## src/rtl/dis_pkg.sv

```systemverilog
package dis_pkg;
  typedef enum logic [1:0] {
    CLS_STRAIGHT  = 2'b00,
    CLS_TAKEN     = 2'b01,
    CLS_NOT_TAKEN = 2'b10,
    CLS_RSVD      = 2'b11
  } instr_cls_e;
endpackage

```

## src/rtl/dis_boundary_dec.sv

```systemverilog
module dis_boundary_dec
  import dis_pkg::*;
(
  input  logic       instr_valid_i,
  input  logic [1:0] instr_cls_i,
  input  logic       busy_i,
  output logic       boundary_o
);
  always_comb begin
    boundary_o = instr_valid_i && !busy_i && (instr_cls_i == CLS_TAKEN);
  end
endmodule

```

## src/rtl/dis_shadow_buf.sv

```systemverilog
module dis_shadow_buf #(
  parameter int          DEPTH  = 8,
  parameter int          DATA_W = 8,
  parameter int          SP_W   = 8,
  parameter logic [SP_W-1:0] SP_RST = '1
) (
  input  logic              clk_i,
  input  logic              rst_ni,
  input  logic              push_i,
  input  logic              pop_i,
  input  logic [DATA_W-1:0] data_i,
  input  logic              flush_i,
  output logic [DATA_W-1:0] pop_data_o,
  output logic              busy_o,
  output logic [SP_W-1:0]   sp_o,
  output logic              mem_we_o,
  output logic              mem_re_o,
  output logic [SP_W-1:0]   mem_addr_o,
  output logic [DATA_W-1:0] mem_wdata_o,
  input  logic [DATA_W-1:0] mem_rdata_i
);
  // DEPTH must be a power of two >= 2 so slot indices wrap naturally
  localparam int PTR_W = $clog2(DEPTH);
  localparam int CNT_W = $clog2(DEPTH + 1);

  logic [DATA_W-1:0] slot_q [DEPTH];
  logic [PTR_W-1:0]  head_q, head_d;
  logic [CNT_W-1:0]  cnt_q, cnt_d;
  logic [SP_W-1:0]   sp_q, sp_d;
  logic              fl_q, fl_d;

  logic             full, empty, do_push, do_pop;
  logic [PTR_W-1:0] top_idx, tail_idx;

  always_comb begin
    full     = (cnt_q == CNT_W'(DEPTH));
    empty    = (cnt_q == '0);
    top_idx  = head_q + PTR_W'(cnt_q) - PTR_W'(1);
    tail_idx = head_q + PTR_W'(cnt_q);
    do_pop   = pop_i && !fl_q;
    do_push  = push_i && !pop_i && !fl_q;
  end

  // external port: write-out, spill, or underflow read
  always_comb begin
    mem_we_o    = 1'b0;
    mem_re_o    = 1'b0;
    mem_addr_o  = sp_q;
    mem_wdata_o = slot_q[head_q];
    if (fl_q) begin
      mem_we_o = 1'b1;
    end else if (do_push && full) begin
      mem_we_o = 1'b1;
    end else if (do_pop && empty) begin
      mem_re_o   = 1'b1;
      mem_addr_o = sp_q + SP_W'(1);
    end
    pop_data_o = empty ? mem_rdata_i : slot_q[top_idx];
  end

  always_comb begin
    head_d = head_q;
    cnt_d  = cnt_q;
    sp_d   = sp_q;
    fl_d   = fl_q;
    if (fl_q) begin
      head_d = head_q + PTR_W'(1);
      cnt_d  = cnt_q - CNT_W'(1);
      sp_d   = sp_q - SP_W'(1);
      fl_d   = (cnt_q != CNT_W'(1));
    end else begin
      if (do_pop) begin
        if (empty) sp_d  = sp_q + SP_W'(1);
        else       cnt_d = cnt_q - CNT_W'(1);
      end else if (do_push) begin
        if (full) begin
          head_d = head_q + PTR_W'(1);
          sp_d   = sp_q - SP_W'(1);
        end else begin
          cnt_d = cnt_q + CNT_W'(1);
        end
      end
      if (flush_i) fl_d = (cnt_d != '0);
    end
  end

  always_ff @(posedge clk_i or negedge rst_ni) begin
    if (!rst_ni) begin
      head_q <= '0;
      cnt_q  <= '0;
      sp_q   <= SP_RST;
      fl_q   <= 1'b0;
    end else begin
      head_q <= head_d;
      cnt_q  <= cnt_d;
      sp_q   <= sp_d;
      fl_q   <= fl_d;
    end
  end

  // when full, tail_idx equals head_q: new byte takes the spilled slot
  always_ff @(posedge clk_i) begin
    if (do_push) slot_q[tail_idx] <= data_i;
  end

  assign busy_o = fl_q;
  assign sp_o   = sp_q;

  AST_CNT_BOUND: assert property (@(posedge clk_i) disable iff (!rst_ni)
    cnt_q <= CNT_W'(DEPTH));
  AST_NO_EXT_IN_RANGE: assert property (@(posedge clk_i) disable iff (!rst_ni)
    (push_i && !pop_i && !fl_q && !full) |-> (!mem_we_o && !mem_re_o));
  AST_SPILL_AT_FULL: assert property (@(posedge clk_i) disable iff (!rst_ni)
    (push_i && !pop_i && !fl_q && full) |=> (sp_q == $past(sp_q) - SP_W'(1)));
  AST_UNDERFLOW_INC: assert property (@(posedge clk_i) disable iff (!rst_ni)
    (pop_i && !fl_q && empty) |=> (sp_q == $past(sp_q) + SP_W'(1)));
  AST_FLUSH_STEP: assert property (@(posedge clk_i) disable iff (!rst_ni)
    fl_q |=> (sp_q == $past(sp_q) - SP_W'(1)));
  AST_FLUSH_ENDS_EMPTY: assert property (@(posedge clk_i) disable iff (!rst_ni)
    $fell(fl_q) |-> (cnt_q == '0));
endmodule

```

## src/rtl/dis_irq_gate.sv

```systemverilog
module dis_irq_gate (
  input  logic clk_i,
  input  logic rst_ni,
  input  logic boundary_i,
  input  logic busy_i,
  input  logic irq_i,
  input  logic nmi_i,
  output logic ack_o,
  output logic nmi_o
);
  logic pend_q, pend_nmi_q;

  assign ack_o = pend_q && !busy_i;
  assign nmi_o = ack_o && pend_nmi_q;

  always_ff @(posedge clk_i or negedge rst_ni) begin
    if (!rst_ni) begin
      pend_q     <= 1'b0;
      pend_nmi_q <= 1'b0;
    end else if (boundary_i) begin
      pend_q     <= irq_i || nmi_i;
      pend_nmi_q <= nmi_i;
    end else if (ack_o) begin
      pend_q     <= 1'b0;
      pend_nmi_q <= 1'b0;
    end
  end

  AST_ACK_AFTER_BOUNDARY: assert property (@(posedge clk_i) disable iff (!rst_ni)
    ack_o |-> ($past(boundary_i) || $past(busy_i)));
  AST_PEND_HELD_BUSY: assert property (@(posedge clk_i) disable iff (!rst_ni)
    (pend_q && busy_i) |=> pend_q);
endmodule

```

## src/rtl/defer_irq_stack.sv

```systemverilog
module defer_irq_stack
  import dis_pkg::*;
#(
  parameter int              DEPTH  = 8,
  parameter int              DATA_W = 8,
  parameter int              SP_W   = 8,
  parameter logic [SP_W-1:0] SP_RST = '1
) (
  input  logic              clk_i,
  input  logic              rst_ni,
  input  logic              push_i,
  input  logic              pop_i,
  input  logic [DATA_W-1:0] push_data_i,
  output logic [DATA_W-1:0] pop_data_o,
  input  logic              instr_valid_i,
  input  logic [1:0]        instr_cls_i,
  input  logic              irq_i,
  input  logic              nmi_i,
  output logic              irq_ack_o,
  output logic              irq_nmi_o,
  output logic              busy_o,
  output logic [SP_W-1:0]   sp_o,
  output logic              mem_we_o,
  output logic              mem_re_o,
  output logic [SP_W-1:0]   mem_addr_o,
  output logic [DATA_W-1:0] mem_wdata_o,
  input  logic [DATA_W-1:0] mem_rdata_i
);
  logic boundary;
  logic busy;

  dis_boundary_dec u_dec (
    .instr_valid_i(instr_valid_i),
    .instr_cls_i  (instr_cls_i),
    .busy_i       (busy),
    .boundary_o   (boundary)
  );

  dis_shadow_buf #(
    .DEPTH (DEPTH),
    .DATA_W(DATA_W),
    .SP_W  (SP_W),
    .SP_RST(SP_RST)
  ) u_buf (
    .clk_i      (clk_i),
    .rst_ni     (rst_ni),
    .push_i     (push_i),
    .pop_i      (pop_i),
    .data_i     (push_data_i),
    .flush_i    (boundary),
    .pop_data_o (pop_data_o),
    .busy_o     (busy),
    .sp_o       (sp_o),
    .mem_we_o   (mem_we_o),
    .mem_re_o   (mem_re_o),
    .mem_addr_o (mem_addr_o),
    .mem_wdata_o(mem_wdata_o),
    .mem_rdata_i(mem_rdata_i)
  );

  dis_irq_gate u_gate (
    .clk_i     (clk_i),
    .rst_ni    (rst_ni),
    .boundary_i(boundary),
    .busy_i    (busy),
    .irq_i     (irq_i),
    .nmi_i     (nmi_i),
    .ack_o     (irq_ack_o),
    .nmi_o     (irq_nmi_o)
  );

  assign busy_o = busy;

  AST_BUSY_FROM_BOUNDARY: assert property (@(posedge clk_i) disable iff (!rst_ni)
    $rose(busy_o) |-> $past(instr_valid_i && instr_cls_i == CLS_TAKEN));
  AST_NO_ACK_STRAIGHT: assert property (@(posedge clk_i) disable iff (!rst_ni)
    (!busy_o && !irq_ack_o && !(instr_valid_i && instr_cls_i == CLS_TAKEN)) |=> !irq_ack_o);
  AST_WRITE_WHILE_BUSY: assert property (@(posedge clk_i) disable iff (!rst_ni)
    busy_o |-> (mem_we_o && mem_addr_o == sp_o));
endmodule

```

## config.mk

```make
export PLATFORM = sky130hd
export DESIGN_NAME = defer_irq_stack
export DESIGN_NICKNAME = d
export VERILOG_FILES = /design/src/rtl/dis_pkg.sv /design/src/rtl/dis_boundary_dec.sv /design/src/rtl/dis_shadow_buf.sv /design/src/rtl/dis_irq_gate.sv /design/src/rtl/defer_irq_stack.sv
export SDC_FILE = /design/constraint.sdc
export NUM_CORES = 1
export LEC_CHECK = 0
export BUFFER_PORTS_ARGS = -buffer_cell sky130_fd_sc_hd__clkbuf_2
export CAP_MARGIN = 20
export CORE_MARGIN = 2
export CORE_UTILIZATION = 45
export CTS_BUF_LIST = sky130_fd_sc_hd__clkbuf_2
export DETAILED_ROUTE_END_ITERATION = 12
export PLACE_DENSITY = 0.65
export SETUP_SLACK_MARGIN = 0.15
export SYNTH_ARGS = -nofsm -noshare
export SYNTH_HDL_FRONTEND = slang
export SYNTH_SLANG_ARGS = --single-unit
```

## constraint.sdc

```tcl
create_clock -name clk_i -period 5.53 [get_ports clk_i]
set_input_delay 1.3825 -clock clk_i [delete_from_list [all_inputs] [get_ports clk_i]]
set_output_delay 1.3825 -clock clk_i [all_outputs]
set_load 0.02 [all_outputs]
```

**Word-level counts from Yosys, hierarchy flattened**

Memories as Yosys holds them, arrays and structs flattened.
Index checks and enable logic that the tools add are counted.

- Flip-flop bits (word level): 18
- RAM bits: 64
- Output and inout bits: 37
- Logic and storage cells: 71
- Memories kept: 1

Memory list:

| memory | depth | width | read ports | clocked after memory_dff | wr ports | RTL line | source |
|---|---|---|---|---|---|---|---|
| u_buf.slot_q | 8 | 8 | 2 | 0 | 1 | dis_shadow_buf.sv:26 | `logic [DATA_W-1:0] slot_q [DEPTH];` |

- $add $sub $neg: 7
- Equality and inequality tests: 5
- Muxes and demuxes: 31
- Reductions and logical operators: 21

Operator list:

| kind | number |
|---|---|
| $mux W8 | 9 |
| $mux W4 | 6 |
| $mux W1 | 12 |
| $mux W3 | 4 |
| $logic_and A1 B1 Y1 | 9 |
| $add A8 B1 Y8 const B | 1 |
| $sub A8 B1 Y8 const B | 1 |
| $reduce_and A3 Y1 | 2 |
| $reduce_bool A2 Y1 | 3 |
| $reduce_bool A3 Y1 | 2 |
| $add A4 B1 Y4 const B | 1 |
| $eq A4 B4 Y1 const B | 1 |
| $logic_not A4 Y1 | 1 |
| $ne A4 B1 Y1 const B | 1 |
| $reduce_bool A4 Y1 | 1 |
| $sub A4 B1 Y4 const B | 1 |
| $add A3 B1 Y3 const B | 1 |
| $add A3 B3 Y3 | 1 |
| $ne A3 B1 Y1 const B | 1 |
| $sub A3 B1 Y3 const B | 1 |
| $eq A2 B1 Y1 const B | 1 |
| $logic_not A1 Y1 | 2 |
| $ne A2 B1 Y1 const B | 1 |
| $logic_or A1 B1 Y1 | 1 |

**Depth between registers and ports, before layout**

- Word-level depth: 9
- Gate-level depth with buffers: 10

**Modules after synthesis**

Synthesis repeated with hierarchy kept, for this count alone.

- Cell total of the unflattened synthesis: 308
- Area total of the unflattened synthesis: 4,425.5 um^2

Modules (own cells, without submodules):

| module | instances | cells an instance | area each (um^2) | sequential area each (um^2) |
|---|---|---|---|---|
| dis_shadow_buf | 1 | 297 | 4,314.1 | 2,332.2 |
| dis_irq_gate | 1 | 10 | 98.8 | 50.0 |
| dis_boundary_dec | 1 | 1 | 12.5 | 0.0 |

**Worst setup path before layout**

Ideal clock, no wire load.

- Path type: reg-to-output
- From: reg u_buf.cnt_q[0]
- To: out pop_data_o[3]
- Arrival time: 2.913 ns
- Setup slack: 1.235 ns
- Cell stages (with the launch flop): 11
- Path buffers: 4
- Cell sequence: dfrtp_1 > ha_1 > buf_2 > buf_2 > inv_1 > ha_1 > clkbuf_1 > clkbuf_1 > mux4_2 > mux2i_1 > o21ai_1

- Cells in the longest elaborated chain, start to end: 4

RTL lines:

| element | RTL line | source |
|---|---|---|
| from (decl) | dis_shadow_buf.sv:28 | `logic [CNT_W-1:0] cnt_q, cnt_d;` |
| from (signal assigned) | dis_shadow_buf.sv:95 | `cnt_q <= cnt_d;` |
| $add A3 B3 Y3 | dis_shadow_buf.sv:38 | `top_idx = head_q + PTR_W'(cnt_q) - PTR_W'(1);` |
| $sub A3 B1 Y3 | dis_shadow_buf.sv:38 |  |
| $mem_v2 Z8 W8 | - |  |
| $mux W8 (*) | dis_shadow_buf.sv:58 | `pop_data_o = empty ? mem_rdata_i : slot_q[top_idx];` |
| to (decl) | defer_irq_stack.sv:14 | `output logic [DATA_W-1:0] pop_data_o,` |

Every way passes the cells marked *; elsewhere a longest branch is shown, timed or not.

**Worst setup path after layout**

- From: reg u_buf.cnt_q[0]
- To: out pop_data_o[1]

The elaborated chain is that of the path after synthesis.

==> impl_metrics.json <==
{
  "reg2reg_depth": 5,
  "grt-ovfl-total": 0,
  "syn_inst": 315,
  "grt_pass1_vias": 2794,
  "outcome": "finished clean",
  "cp.arrival_ns": 3.62,
  "hpwl_mm": 6.42,
  "crit_path_start_kind": "flop",
  "cts_setup_buffers": 0,
  "reg2reg_to": "u_buf.slot_q[7][2]",
  "ys.flop_type": "edfxtp_1",
  "fill_cells": 836,
  "layout_min_cycle_time_ns": 5.00,
  "io_pins": 62,
  "die_h_um": 104,
  "routabilityCongestion": 0.822,
  "numPortBuffers": 61,
  "clk_latency_ns": 0.55,
  "slew_viol_final": 0,
  "crit_required_ns": 4.15,
  "dieWidth_um": 104,
  "synth_nets": 349,
  "drive_above_1_share": 0.380,
  "drv_cap": 0,
  "period_share": 0.905,
  "worst_r2r_startpoint": "u_buf.cnt_q[0]",
  "cts_sinks": 82,
  "critPathCaptureType": "primary output",
  "synth_seq_cells": 82,
  "rsz0062_at_grt": "no",
  "yosysUniqueCellTypes": 47,
  "root_buffer": "clkbuf_2",
  "firstDrtPassIters": 5,
  "via_count": 2769,
  "core_area_mm2": 0.00968,
  "cts.path.max_buffers": 2,
  "tritoncts": "done",
  "avgSynthCellArea_um2": 14.1,
  "synth.yosys.seq_area_share": 0.535,
  "std_cell_rows": 36,
  "slowest_delay_ns": 0.65,
  "grt_pass1_wl_mm": 15.3,
  "layout.nets": 406,
  "fin_hold_ws_ns": 0.500,
  "wire_per_inst_um": 18.3,
  "async_flop_share": 0.220,
  "synth_edf_count": 64,
  "dieArea_mm2": 0.0107,
  "area_growth_pct": 12.3,
  "r2r_slack_ns": 2.73,
  "antenna_found_initial": 0,
  "diodes": 0,
  "ctsResizeCount": 0,
  "slew_headroom": 0.311,
  "clock.fmax_mhz": 200,
  "worst-path-max-fanout": 10,
  "multi_input_area_mm2": 0.00196,
  "worst_pin_slew_ns": 1.03,
  "path_common_cell": "ha_1",
  "worstHoldPathType": "flop to flop",
  "finalWirelength_mm": 9.34,
  "path_clk_slew_ns": 0.20,
  "cpMaxStageDelayCell": "fa_1",
  "initial_core_util": 0.460,
  "syn_area_mm2": 0.00446,
  "ctsHoldBuffers": 0,
  "drc": 0,
  "drtIter0Drc": 174,
  "setup-tns-final_ns": 0,
  "cts_inserted_buffers": 9,
  "grt_max_degree": 22,
  "worstSetupPathType": "flop to primary output",
  "vias_per_cell": 5.44,
  "fin_worst_skew_ns": 0.0325,
  "path_cells": "ha_1 -> fa_1 -> inv_1 -> ha_1 -> buf_4 -> mux4_2 -> mux2i_1 -> o21ai_1 -> clkbuf_2",
  "ant_nets": 0,
  "finalSetupViolCount": 0,
  "critPathCapture": "pop_data_o[1]",
  "finalHoldViolations": 0,
  "yosys_warnings": 0,
  "track_usage": 0.187,
  "seqCellArea_mm2": 0.00238,
  "htreeDepth": 3,
  "startpoint": "u_buf.cnt_q[0]"
}
-- cell usage in the layout (no fill, tap or decap), types with 3 or more instances in the layout --
| master | synthesis | routed |
|---|---|---|
| nand3_1 | 6 | 6 |
| nor3_1 | 11 | 6 |
| nand4_1 | 3 | 3 |
| mux4_2 | 32 | 32 |
| mux2i_1 | 9 | 9 |
| dfrtp_1 | 10 | 10 |
| xor2_1 | 8 | 8 |
| dfstp_2 | 8 | 8 |
| nor2b_1 | 3 | 3 |
| mux2_2 | 9 | 9 |
| o21ai_0 | 6 | 6 |
| o21ai_1 | 8 | 8 |
| clkbuf_2 | 0 | 71 |
| a21oi_1 | 15 | 15 |
| ha_1 | 8 | 8 |
| inv_1 | 9 | 9 |
| xnor2_1 | 14 | 14 |
| nand2_1 | 25 | 25 |
| buf_4 | 0 | 6 |
| a31oi_1 | 3 | 3 |
| nor2_1 | 13 | 13 |
| nor3_2 | 0 | 5 |
| edfxtp_1 | 64 | 64 |
| and2_1 | 4 | 4 |
-- cell families after synthesis --
| logic type | share of synthesized area |
|---|---|
| DFF | 0.535 |
| and+or+nand+nor | 0.0887 |
| muxes | 0.205 |
| AOI/OAI and AO/OA | 0.0528 |
| buffers and inverters | 0.0306 |
| xor gates and xnor gates | 0.0618 |
| adders and majority gates | 0.0270 |
-- layout make-up --
cell class | instances | area share
Multi-Input combinational cell | 202 | 0.392
Timing Repair Buffer | 67 | 0.0700
Inverter | 10 | 0.00750
Tap cell | 133 | 0.0333
Clock inverter | 5 | 0.0110
Sequential cell | 82 | 0.476
Clock buffer | 10 | 0.0100
-- critical path, delay by kind of cell, from the launching register on --
family          cells  cell delay (ns)
mux                 2             0.46
flops               1             0.50
fa+ha+maj           3             1.50
compound gates      1             0.07
buf+inv             3             0.57
-- how the worst min path moves through the flow --
stage	cells after the start	endpoint	startpoint	slack, ns
after global routing	2	u_gate.pend_q	u_gate.pend_q	0.57
final	2	u_gate.pend_q	u_gate.pend_q	0.50
after detailed placement	2	u_gate.pend_q	u_gate.pend_q	0.46
after global placement	2	u_gate.pend_q	u_gate.pend_q	0.45
after floorplan	2	u_gate.pend_q	u_gate.pend_q	0.43
after CTS	2	u_gate.pend_q	u_gate.pend_q	0.50
-- per-stage QoR --
stage / utilization / setup slack, ns / area [um2] / instances
CTS: 0.517 / 0.498 / 5000 / 509
global route: 0.517 / 0.269 / 5000 / 509
finish: 0.517 / 0.527 / 5000 / 509
detailed placement: 0.506 / 1.08 / 4900 / 494
floorplan: - / 1.23 / 4460 / 315
global placement: 0.506 / 1.11 / 4900 / 494
-- routing by layer --
metal,GRT usage,wire (um),vias up
met3,0.0447,601,10
met4,0.0666,141,0
met5,0,0,-
li1,-,-,1331
met2,0.304,4550,78
met1,0.249,4040,1350
-- state kept, by name, summed over array words and instances, names as in the netlist --
register,count
u_buf.busy_o,1
u_buf.cnt_q,4
u_buf.head_q,3
u_buf.slot_q,64
u_buf.sp_o,8
u_gate.pend_nmi_q,1
u_gate.pend_q,1
-- cells in the mapped netlist (3+ instances only) --
master,count,area [um2]
o21ai_1,8,40.0
xnor2_1,14,123
nor3_1,11,55.1
nor2_1,13,48.8
clkbuf_1,8,30.0
nand4_1,3,18.8
mux2_2,9,101
dfrtp_1,10,250
mux2i_1,9,90.1
a21oi_1,15,75.1
edfxtp_1,64,1920
o21ai_0,6,30.0
nand3_1,6,30.0
ha_1,8,100
dfstp_2,8,210
a31oi_1,3,18.8
and2_1,4,25.0
nor2b_1,3,18.8
inv_1,9,33.8
nand2_1,25,93.8
mux4_2,32,721
buf_2,10,50.1
xor2_1,8,70.1
Power is left out: the tool's default activity adds up to more than one toggle a clock period on the data nets, which glitch-free logic cannot reach.
